### src/rtl/busseq_pkg.sv
package busseq_pkg;

  typedef enum logic [2:0] {
    ST_IDLE = 3'd0,
    ST_T1   = 3'd1,
    ST_T2   = 3'd2,
    ST_T3   = 3'd3,
    ST_TW   = 3'd4,
    ST_T4   = 3'd5,
    ST_HOLD = 3'd6
  } bus_st_e;

  // States in which the direction strobe is asserted
  function automatic logic strobe_state(bus_st_e s);
    return (s == ST_T2) || (s == ST_T3) || (s == ST_TW);
  endfunction

  // States that may end with the ready decision
  function automatic logic decide_state(bus_st_e s);
    return (s == ST_T3) || (s == ST_TW);
  endfunction

  // High bank enable (active low) from width and address bit 0
  function automatic logic bank_hi_n(logic word, logic a0);
    return !(word || a0);
  endfunction

endpackage

### src/rtl/busseq_sync.sv
module busseq_sync #(
  parameter int STAGES = 2
) (
  input  logic clk,
  input  logic rst_n,
  input  logic d,
  output logic q
);
  logic [STAGES-1:0] sr;

  always_ff @(posedge clk or negedge rst_n) begin
    if (!rst_n) sr <= '1;
    else        sr <= {sr[STAGES-2:0], d};
  end

  assign q = sr[STAGES-1];
endmodule

### src/rtl/busseq_fsm.sv
module busseq_fsm
  import busseq_pkg::*;
(
  input  logic    clk,
  input  logic    rst_n,
  input  logic    req_valid,
  input  logic    bus_release,
  input  logic    rdy_s,
  output bus_st_e st,
  output logic    ev_accept,
  output logic    ev_wait,
  output logic    ev_latch
);
  bus_st_e st_nx;

  assign ev_accept = (st == ST_IDLE) && !bus_release && req_valid;
  assign ev_wait   = decide_state(st) && !rdy_s;
  assign ev_latch  = decide_state(st) && rdy_s;

  always_comb begin
    st_nx = st;
    unique case (st)
      ST_IDLE: if (bus_release) st_nx = ST_HOLD;
               else if (req_valid) st_nx = ST_T1;
      ST_T1:   st_nx = ST_T2;
      ST_T2:   st_nx = ST_T3;
      ST_T3,
      ST_TW:   st_nx = rdy_s ? ST_T4 : ST_TW;
      ST_T4:   st_nx = ST_IDLE;
      ST_HOLD: if (!bus_release) st_nx = ST_IDLE;
      default: st_nx = ST_IDLE;
    endcase
  end

  always_ff @(posedge clk or negedge rst_n) begin
    if (!rst_n) st <= ST_IDLE;
    else        st <= st_nx;
  end
endmodule

### src/rtl/busseq_drive.sv
module busseq_drive
  import busseq_pkg::*;
#(
  parameter int ADDR_W = 20,
  parameter int DATA_W = 16
) (
  input  logic              clk,
  input  logic              rst_n,
  input  bus_st_e           st,
  input  logic [ADDR_W-1:0] cur_addr,
  input  logic [DATA_W-1:0] cur_wdata,
  input  logic              cur_write,
  input  logic              cur_mem,
  input  logic              cur_word,
  output logic [ADDR_W-1:0] ad_out,
  output logic              ad_oe,
  output logic              ctl_oe,
  output logic              ale,
  output logic              bhe_n,
  output logic              rd_n,
  output logic              wr_n,
  output logic              m_io,
  output logic              dt_r,
  output logic              den_n
);
  // State as seen from the falling edge: lags st by half a clock
  bus_st_e half_st;
  logic    data_phase;
  logic    rd_en_act;
  logic    wr_en_act;

  always_ff @(negedge clk or negedge rst_n) begin
    if (!rst_n) half_st <= ST_IDLE;
    else        half_st <= st;
  end

  assign data_phase = strobe_state(st) || (st == ST_T4);
  assign rd_en_act  = strobe_state(half_st);
  assign wr_en_act  = strobe_state(st) || ((st == ST_T4) && strobe_state(half_st));

  always_comb begin
    ad_out = '0;
    if (st == ST_T1)                   ad_out = cur_addr;
    else if (cur_write && data_phase)  ad_out[DATA_W-1:0] = cur_wdata;
  end

  assign ad_oe  = (st == ST_T1) || (cur_write && data_phase);
  assign ctl_oe = (st != ST_HOLD);
  assign ale    = (st == ST_T1);
  assign bhe_n  = (st == ST_T1) ? bank_hi_n(cur_word, cur_addr[0]) : 1'b1;
  assign rd_n   = !(!cur_write && strobe_state(st));
  assign wr_n   = !(cur_write && strobe_state(st));
  assign m_io   = cur_mem;
  assign dt_r   = cur_write;
  assign den_n  = !(cur_write ? wr_en_act : rd_en_act);
endmodule

### src/rtl/mux_bus_seq.sv
module mux_bus_seq
  import busseq_pkg::*;
#(
  parameter int ADDR_W      = 20,
  parameter int DATA_W      = 16,
  parameter int SYNC_STAGES = 2
) (
  input  logic              clk,
  input  logic              rst_n,
  input  logic              req_valid,
  input  logic [ADDR_W-1:0] req_addr,
  input  logic              req_write,
  input  logic              req_mem,
  input  logic              req_word,
  input  logic [DATA_W-1:0] req_wdata,
  input  logic              bus_release,
  input  logic              ready_in,
  input  logic [DATA_W-1:0] ad_in,
  output logic [ADDR_W-1:0] ad_out,
  output logic              ad_oe,
  output logic              ctl_oe,
  output logic              ale,
  output logic              bhe_n,
  output logic              rd_n,
  output logic              wr_n,
  output logic              m_io,
  output logic              dt_r,
  output logic              den_n,
  output logic [DATA_W-1:0] rd_data,
  output logic              done
);
  bus_st_e           st;
  logic              rdy_s;
  logic              ev_accept;
  logic              ev_wait;
  logic              ev_latch;
  logic [ADDR_W-1:0] cur_addr;
  logic [DATA_W-1:0] cur_wdata;
  logic              cur_write;
  logic              cur_mem;
  logic              cur_word;

  busseq_sync #(.STAGES(SYNC_STAGES)) u_sync (
    .clk(clk), .rst_n(rst_n), .d(ready_in), .q(rdy_s)
  );

  busseq_fsm u_fsm (
    .clk(clk), .rst_n(rst_n), .req_valid(req_valid), .bus_release(bus_release),
    .rdy_s(rdy_s), .st(st), .ev_accept(ev_accept), .ev_wait(ev_wait),
    .ev_latch(ev_latch)
  );

  always_ff @(posedge clk or negedge rst_n) begin
    if (!rst_n) begin
      cur_addr  <= '0;
      cur_wdata <= '0;
      cur_write <= 1'b0;
      cur_mem   <= 1'b1;
      cur_word  <= 1'b0;
    end else if (ev_accept) begin
      cur_addr  <= req_addr;
      cur_wdata <= req_wdata;
      cur_write <= req_write;
      cur_mem   <= req_mem;
      cur_word  <= req_word;
    end
  end

  always_ff @(posedge clk or negedge rst_n) begin
    if (!rst_n)        rd_data <= '0;
    else if (ev_latch) rd_data <= ad_in;
  end

  assign done = (st == ST_T4);

  busseq_drive #(.ADDR_W(ADDR_W), .DATA_W(DATA_W)) u_drive (
    .clk(clk), .rst_n(rst_n), .st(st), .cur_addr(cur_addr), .cur_wdata(cur_wdata),
    .cur_write(cur_write), .cur_mem(cur_mem), .cur_word(cur_word),
    .ad_out(ad_out), .ad_oe(ad_oe), .ctl_oe(ctl_oe), .ale(ale), .bhe_n(bhe_n),
    .rd_n(rd_n), .wr_n(wr_n), .m_io(m_io), .dt_r(dt_r), .den_n(den_n)
  );
endmodule

### config.mk
export PLATFORM = sky130hd
export DESIGN_NAME = mux_bus_seq
export DESIGN_NICKNAME = d
export VERILOG_FILES = /design/src/rtl/busseq_pkg.sv /design/src/rtl/busseq_sync.sv /design/src/rtl/busseq_fsm.sv /design/src/rtl/busseq_drive.sv /design/src/rtl/mux_bus_seq.sv
export SDC_FILE = /design/constraint.sdc
export NUM_CORES = 1
export LEC_CHECK = 0
export BUFFER_PORTS_ARGS = -buffer_cell sky130_fd_sc_hd__buf_4
export CAP_MARGIN = 5
export CELL_PAD_IN_SITES_DETAIL_PLACEMENT = 0
export CELL_PAD_IN_SITES_GLOBAL_PLACEMENT = 1
export CORE_ASPECT_RATIO = 1.1
export CORE_UTILIZATION = 38
export CTS_BUF_LIST = sky130_fd_sc_hd__clkbuf_16
export CTS_CLUSTER_SIZE = 10
export DETAILED_ROUTE_END_ITERATION = 12
export PLACE_DENSITY_LB_ADDON = 0.1
export SKIP_LAST_GASP = 1
export SLEW_MARGIN = 40
export SYNTH_ARGS = -nofsm -noshare
export SYNTH_HDL_FRONTEND = slang
export SYNTH_SLANG_ARGS = --single-unit
### constraint.sdc
create_clock -name clk -period 2.25 [get_ports clk]
set_input_delay 0.45 -clock clk [delete_from_list [all_inputs] [get_ports clk]]
set_output_delay 0.45 -clock clk [all_outputs]
set_load 0.005 [all_outputs]
# --- Word level (Yosys, flattened, before mapping) ---
# Index checks and enable logic that the tools add are counted.
# W data, S select, Z words.
totals:
  wordCells: 56
  reg_bits: 63
  out_inout_bits: 46
op_classes:
  eq_ne: 12
  n_reduce_logical: 25
  n_mux: 10
op_table:
  columns: ["op", "n"]
  rows:
  - ["$mux W16", 2]
  - ["$pmux W3 S5", 1]
  - ["$eq A3 B2 Y1 const B", 4]
  - ["$eq A3 B3 Y1 const B", 4]
  - ["$logic_or A1 B1 Y1", 9]
  - ["$mux W3", 3]
  - ["$logic_and A1 B1 Y1", 7]
  - ["$logic_not A1 Y1", 6]
  - ["$ne A3 B3 Y1 const B", 2]
  - ["$mux W4", 1]
  - ["$eq A3 B1 Y1 const B", 1]
  - ["$logic_not A3 Y1", 1]
  - ["$mux W1", 3]
  - ["$ne A2 B2 Y1 const B", 1]
  - ["$reduce_and A2 Y1", 1]
  - ["$reduce_or A2 Y1", 1]

# --- Logic depth before layout (Yosys ltp) ---
# Gate-level depths: netlist of the first run.
logic_depth:
  word_depth: 7
  depth_mapped: 5
  depth_no_buf: 3

# --- Cells and area by module ---
# Synthesis of the first run repeated with hierarchy kept, for this count alone.
unflattened:
  cells_unflattened: 185
  hier_area_um2: 2748.9
by_module_without_submodules:
  columns: ["mod", "seq_area_each_um2", "instances", "area_each_um2", "cells_each"]
  rows:
  - ["mux_bus_seq", 1377.6, 1, 2100.8, 117]
  - ["busseq_drive", 75.1, 1, 404.1, 44]
  - ["busseq_fsm", 75.1, 1, 191.4, 22]
  - ["busseq_sync", 52.6, 1, 52.6, 2]

==> summary.md, run 1 <==
| Metric | Value |
|---|---|
| Result of the run | finished, violations left |
| Failing checks | negative setup slack |
| Starting density of the core | 0.402 |
| Max rail drop VDD | 679 uV |
| Total of buffers placed on input and output ports | 105 |
| Count of state elements after synthesis | 63 |
| Mean cell area of the mapped netlist | 14.8 um2 |
| Row count | 31 |
| Worst Slack Setup Final | -0.518 ns |
| Routed vias/inst | approximately 4.9 |
| # clock sinks | 63 |
| Crit-path max FO | 1 |
| Post-synth top area cell | dfrtp_1 |
| Number of top-level pins | 106 |
| Clock root buffer master | clkbuf_16 |
| Endpoint type of the worst setup path | output port |
| Final design instance area without fill | 3890 um2 |
| Main flop type after synthesis | dfrtp_1 |
| Rel. slew slack | 0.676 |
| Share of cells above drive strength 1 | 0.606 |
| Largest cells by area after synthesis | dfrtp_1, mux2_2, mux2_4 |
| Die Outline Area | 7480 um2 |
| Die X | 82.6 um |
| Setup CP Type | reg2out |
| Number of antenna violations at the first check in global routing | 0 |
| Reg-to-reg slack, setup | 0.34 ns |
| Share of synthesized registers carrying an async set or reset | 1.00 |
| Number of filler instances in the final layout | 586 |
| Number of placed instances, taps included | about 370 |
| Worst-skew pair later-pin latency | between 0.3 and 0.4 ns |
| Final Instance Count excl. Fillers | 384 |
| Overall power after layout | 0.00535 W |
| Clock-pin slew on the worst setup and hold paths | 0.05 ns |
| Static Leak | around 1.9 nW |
| Slew at the pin closest to its max-slew limit | 0.487 ns |
| Data required time at the worst endpoint | roughly 1.8 ns |
| Post-DR wirelength/cell | 14.8 um |
| Wirelength, routed | 5690 um |
| Count of max-cap constraint violations | 0 |
| Number of diodes | 0 |
| Placed Instance Area | 3600 um2 |
| Yosys synthesis warning count | 0 |
| Clock tree from TritonCTS | done |
| Number of global-route vias before repair | 1905 |
| Number of cells produced by synthesis | 183 |
| Mapped cell area | approximately 2700 um2 |
| Critical Path Start Type | flop |
| CP arrival | 2.32 ns |
| DR DRC count | 0 |
| Pre-CTS WS | -0.190 ns |
| Pin count of the biggest net entering global routing | 61 |
| HPWL reported at the end of detailed placement | between 3000 and 4000 um |
| Final Skew | about 0.0097 ns |
| Max-slew violations | 0 |
| Unrepaired setup endpoints after global routing | yes |
| Final Core Density | 0.576 |
| Height of the die | roughly 91 um |
| Synthesis-to-layout area growth | 43.3% |
| Buffers inserted by post-CTS timing repair | 0 |
| TritonCTS Buffers | 9 |
| Wire length of the first global-routing pass | 9330 um |
| Total GRT Usage | 0.168 |
| Overflow after GRT | 0 |
| # H-tree levels | 3 |
| Number of nets with antenna violations after routing | 0 |
| Area fraction of the dominant cell type after synthesis | 0.526 |
| Vias | 1880 |
| Final #Nets | 357 |
| Buffers from clock root to sink, at most | 2 |
| Most used standard cells in the synthesized netlist | dfrtp_1, mux2_2, a22o_1 |
| Portion of the post-synthesis area used by sequential elements | 0.582 |
| Most frequently used cell type in the post-synthesis netlist | dfrtp_1 |
| Count of flip-flops with a built-in enable after synthesis | 0 |
| Net count after synthesis | 243 |
| Final weighted congestion in routability-driven placement | 0.673 |
| Number of failing setup endpoints in the final timing report | 17 |
| Final hold violations | 0 |
| Initial DRT Pass Iterations | 4 |
| Placeable core area | 6750 um2 |
| Iteration-0 DRC Markers | 59 |
| Areal power density over the cells | 1380 nW/um2 |
| Class of the tightest hold or removal check | in2async |
| Cell variety after synth | 32 |
cell usage in the layout (no fill, tap or decap), drive strengths merged:
cell      synthesis  final
buf              10    114
dfrtp            57     57
mux2             55     55
a22o             16     16
clkbuf            1      9
inv               3      5
nor2              5      5
and3              4      4
nand2             4      4
clkinv            0      4
dfstp             3      3
dfrtn             3      3
o21ai             3      3
and3b             2      2
nand2b            2      2
mux2i             2      2
o22ai             2      2
a2bb2oi           2      2
a21oi             2      2
and2              1      1
nand3b            1      1
nor3b             1      1
o221a             1      1
o31ai             1      1
nand3             1      1
maj3              1      1
clkinvlp          0      1
final cells by class:
type / count / area, um2 / area share
flip-flops and latches: 63 / 1580 / 0.406
well taps: 82 / 103 / 0.0264
inverters: 3 / 11.3 / 0.00290
multi-input cells: 106 / 1050 / 0.271
clock buffers: 9 / 225 / 0.0579
repair buffers: 114 / 881 / 0.227
clock inverters: 7 / 33.8 / 0.00869
power by group:
group	internal [W]	total, W	switching (W)
clock network	0.000725	0.00119	0.000460
logic	0.00136	0.00210	0.000743
registers	0.00170	0.00206	0.000360
total	0.00379	0.00535	0.00156
cell families after synthesis:
kind of cell,Yosys count,synth area share
buffers and inverters,14,0.0327
multiplexers,57,0.249
flip-flops,63,0.582
AND/OR/NAND/NOR,21,0.0475
adder cells (fa/ha/maj),1,0.00369
AO/OA/AOI/OAI,27,0.0844
critical path: stages (launching register included):
cell and delay [ns]:
dfrtn_1 0.40, mux2i_1 0.18, a2bb2oi_1 0.16, buf_4 0.13
path summary, 6_finish.rpt:
kind / startpoint / endpoint / cells after the start
worst max-delay path: u_drive.half_st[2]$_DFF_NN0_ / den_n / 3
worst min-delay path: rst_n / u_fsm.st[1]$_DFFE_PN0P_ / 2
worst max register to register: u_fsm.st[2]$_DFFE_PN0P_ / u_drive.half_st[2]$_DFF_NN0_ / 0
worst min register to register: u_sync.sr[0]$_DFF_PN1_ / u_sync.sr[1]$_DFF_PN1_ / 0
max in group asynchronous: rst_n / u_drive.half_st[1]$_DFF_NN0_ / 1
min in group clk: ready_in / u_sync.sr[0]$_DFF_PN1_ / 1
layer usage:
layer | part of all wire | track usage
met1 | 0.43 | 0.220
met2 | 0.48 | 0.247
met3 | 0.079 | 0.0566
met4 | 0.017 | 0.0776
met5 | 0 | 0
through the flow:
step / setup TNS, ns / hold WS (ns)
after floorplan: -0.0652 / 0.154
after global placement: -0.189 / 0.348
after detailed placement: -0.190 / 0.348
after CTS: -1.18 / 0.230
after global routing: -2.94 / 0.136
final: -0.757 / 0.116
flip-flops by register name, summed over array words and instances (netlist names):
register         count
cur_addr            20
cur_wdata           16
rd_data             16
u_drive.half_st      3
u_fsm.st             3
u_sync.sr            2
cur_mem              1
cur_word             1
cur_write            1
what timing repair did:
item / 4_1_cts / 5_1_grt
hold buffers: 0 / 0
gates cloned: 0 / 0
gates resized for setup: 1 / 0
setup endpoints to repair: 18 / 19
(Power assumes the default switching activity.)
==> inputs of run 2 (changes only) <==
--- a/config.mk
+++ b/config.mk
@@ -15,6 +15,7 @@
 export CTS_CLUSTER_SIZE = 10
 export DETAILED_ROUTE_END_ITERATION = 12
 export PLACE_DENSITY_LB_ADDON = 0.1
+export SETUP_SLACK_MARGIN = 0.15
 export SKIP_LAST_GASP = 1
 export SLEW_MARGIN = 40
 export SYNTH_ARGS = -nofsm -noshare
==> run 2 against run 1 <==
  * The flow still finishes with violations (negative setup slack)
  * Non-clock buffer count did not move
  * Setup slack improved by 0.00090 ns
  * Core utilization did not move
==> summary.md, run 2 (synthesis gave the netlist of run 1 again) <==
| Metric | Value |
|---|---|
| HPWL reported at the end of detailed placement | slightly below 4000 um |
| Biggest register | cur_addr |
| Setup CP Type | reg2out |
| Starting density of the core | 0.402 |
| Final Instance Count excl. Fillers | 384 |
| Hold_buf cts | 0 |
| Max-slew violations | 0 |
| Die X | 82.6 um |
| Clock-pin slew on the worst setup and hold paths | about 0.050 ns |
| Failing checks | negative setup slack |
| Iteration-0 DRC Markers | 58 |
| Total of buffers placed on input and output ports | between 100 and 150 |
| # clock sinks | 63 |
| Top delay family on crit path | flip-flops |
| Flip-flop count of the largest register, all copies and words added | 20 |
| Overall power after layout | 0.00535 W |
| Number of antenna violations at the first check in global routing | 0 |
| Data required time at the worst endpoint | between 1.5 and 2 ns |
| Final #Nets | 357 |
| Wirelength, routed | around 5700 um |
| Class of the tightest hold or removal check | in2async |
| Worst-skew pair later-pin latency | about 0.32 ns |
| Count of buffering cells on the critical path with inverters included | 1 |
| Final sum of negative setup slack | -0.961 ns |
| Result of the run | finished, violations left |
| Max rail drop VDD | 676 uV |
| Worst Slack Setup Final | -0.517 ns |
| Rel. slew slack | 0.662 |
| Number of diodes | 0 |
| Final weighted congestion in routability-driven placement | 0.673 |
| Clock root buffer master | clkbuf_16 |
| Reg-to-reg slack, setup | roughly 0.33 ns |
| Placed Instance Area | 3600 um2 |
| Post-DR wirelength/cell | ~15 um |
| Placeable core area | around 6700 um2 |
| Final design instance area without fill | 3890 um2 |
| Worst flop-to-flop path startpoint | u_fsm.st[2]$_DFFE_PN0P_ |
| Vias | roughly 1.9k |
| Areal power density over the cells | 1380 nW/um2 |
| Final Core Density | 0.576 |
| Count of max-cap constraint violations | 0 |
| Clock tree from TritonCTS | done |
| Final hold violations | 0 |
| DR DRC count | 0 |
| Proportion of power drawn by combinational gates | 0.393 |
| Initial DRT Pass Iterations | 4 |
| TritonCTS Buffers | 9 |
| Number of failing setup endpoints in the final timing report | 17 |
| Switch share | 0.292 |
| Static Leak | 1.92 nW |
| Number of top-level pins | 106 |
| Row count | 31 |
| Largest registers ranked by flip-flop count | cur_addr x20, cur_wdata x16, rd_data x16 |
| Unrepaired setup endpoints after global routing | yes |
| Overflow after GRT | 0 |
| # H-tree levels | 3 |
| Total GRT Usage | 0.168 |
| Endpoint type of the worst setup path | output port |
| Number of nets with antenna violations after routing | 0 |
| Count of instances resized after the clock tree is built | 1 |
| Worst path slowest cell | dfrtn_1 |
| Most frequent cells in the layout | buf_4, dfrtp_1, mux2_2, a22o_1, mux2_4 |
| Cells on worst reg2reg path | 0 |
| Buffers inserted by post-CTS timing repair | 0 |
| Height of the die | 90.6 um |
| Share of cells above drive strength 1 | 0.606 |
| Die Outline Area | 7480 um2 |
| Wire length of the first global-routing pass | 9340 um |
| Clock network power share | 0.221 |
| Crit-path max FO | 1 |
| Number of placed instances, taps included | 367 |
| Int Power | 0.00379 W |
| Most frequent standard cell in the layout excluding fill and tap cells | buf_4 |
| Critical Path, Cell by Cell | mux2i_1 > a2bb2oi_1 > buf_4 |
| Net switching power figure | 0.00156 W |
| Critical Path Start Type | flop |
| Slew at the pin closest to its max-slew limit | 0.507 ns |
| Synthesis-to-layout area growth | 43.3% |
| Number of global-route vias before repair | 1904 |
| Buffers from clock root to sink, at most | 2 |
| Pin count of the biggest net entering global routing | 61 |
| Routed vias/inst | 4.89 |
| Reg-to-reg critical path endpoint | u_drive.half_st[2]$_DFF_NN0_ |
| Critical path's largest stage delay | 0.40 ns |
| Reg power frac | 0.386 |
| Final Skew | a little over 0.01 ns |
| CP arrival | 2.32 ns |
## run 2: cell counts in the layout (fill, tap and decap cells not counted)
No cell type changed its count.
## run 2: per-layer routing
layer	vias up	share of wire	global-route usage	routed length [um]
met5	-	0	0	0
met2	71	0.48	0.247	2710
met1	902	0.43	0.221	2470
met3	10	0.076	0.0566	433
li1	893	-	-	-
met4	0	0.016	0.0776	94
## run 2: power groups by stage
| stage | clock, W | combinational [W] | sequential, W |
|---|---|---|---|
| after floorplan | 0 | 0.00126 | 0.00198 |
| after global placement | 0 | 0.00210 | 0.00206 |
| after detailed placement | 0 | 0.00213 | 0.00208 |
| after CTS | 0.00122 | 0.00214 | 0.00207 |
| after global routing | 0.00129 | 0.00230 | 0.00216 |
| final | 0.00118 | 0.00210 | 0.00207 |
## run 2: area by class of cell
class                      count  area (um2)
clock buffer                   9         225
clock inverter                 7        33.8
fill                         586        2860
inverter                       3        11.3
multi-input combinational    106        1050
sequential                    63        1580
tap                           82         103
timing repair buffer         114         881
## run 2: worst max path at each step
| stage | startpoint | to | cells after the start |
|---|---|---|---|
| after floorplan | u_drive.half_st[2]$_DFF_NN0_ | den_n | 2 |
| final | u_drive.half_st[2]$_DFF_NN0_ | den_n | 3 |
| after detailed placement | u_drive.half_st[2]$_DFF_NN0_ | den_n | 3 |
| after global placement | u_drive.half_st[2]$_DFF_NN0_ | den_n | 3 |
| after global routing | u_drive.half_st[2]$_DFF_NN0_ | den_n | 3 |
| after CTS | u_drive.half_st[2]$_DFF_NN0_ | den_n | 3 |
## run 2: metrics by stage
step / worst slack, ns / hold slack, ns
floorplan: -0.0652 / 0.154
global placement: -0.189 / 0.348
detailed placement: -0.190 / 0.348
CTS: -0.541 / 0.230
global route: -0.611 / 0.136
finish: -0.517 / 0.117
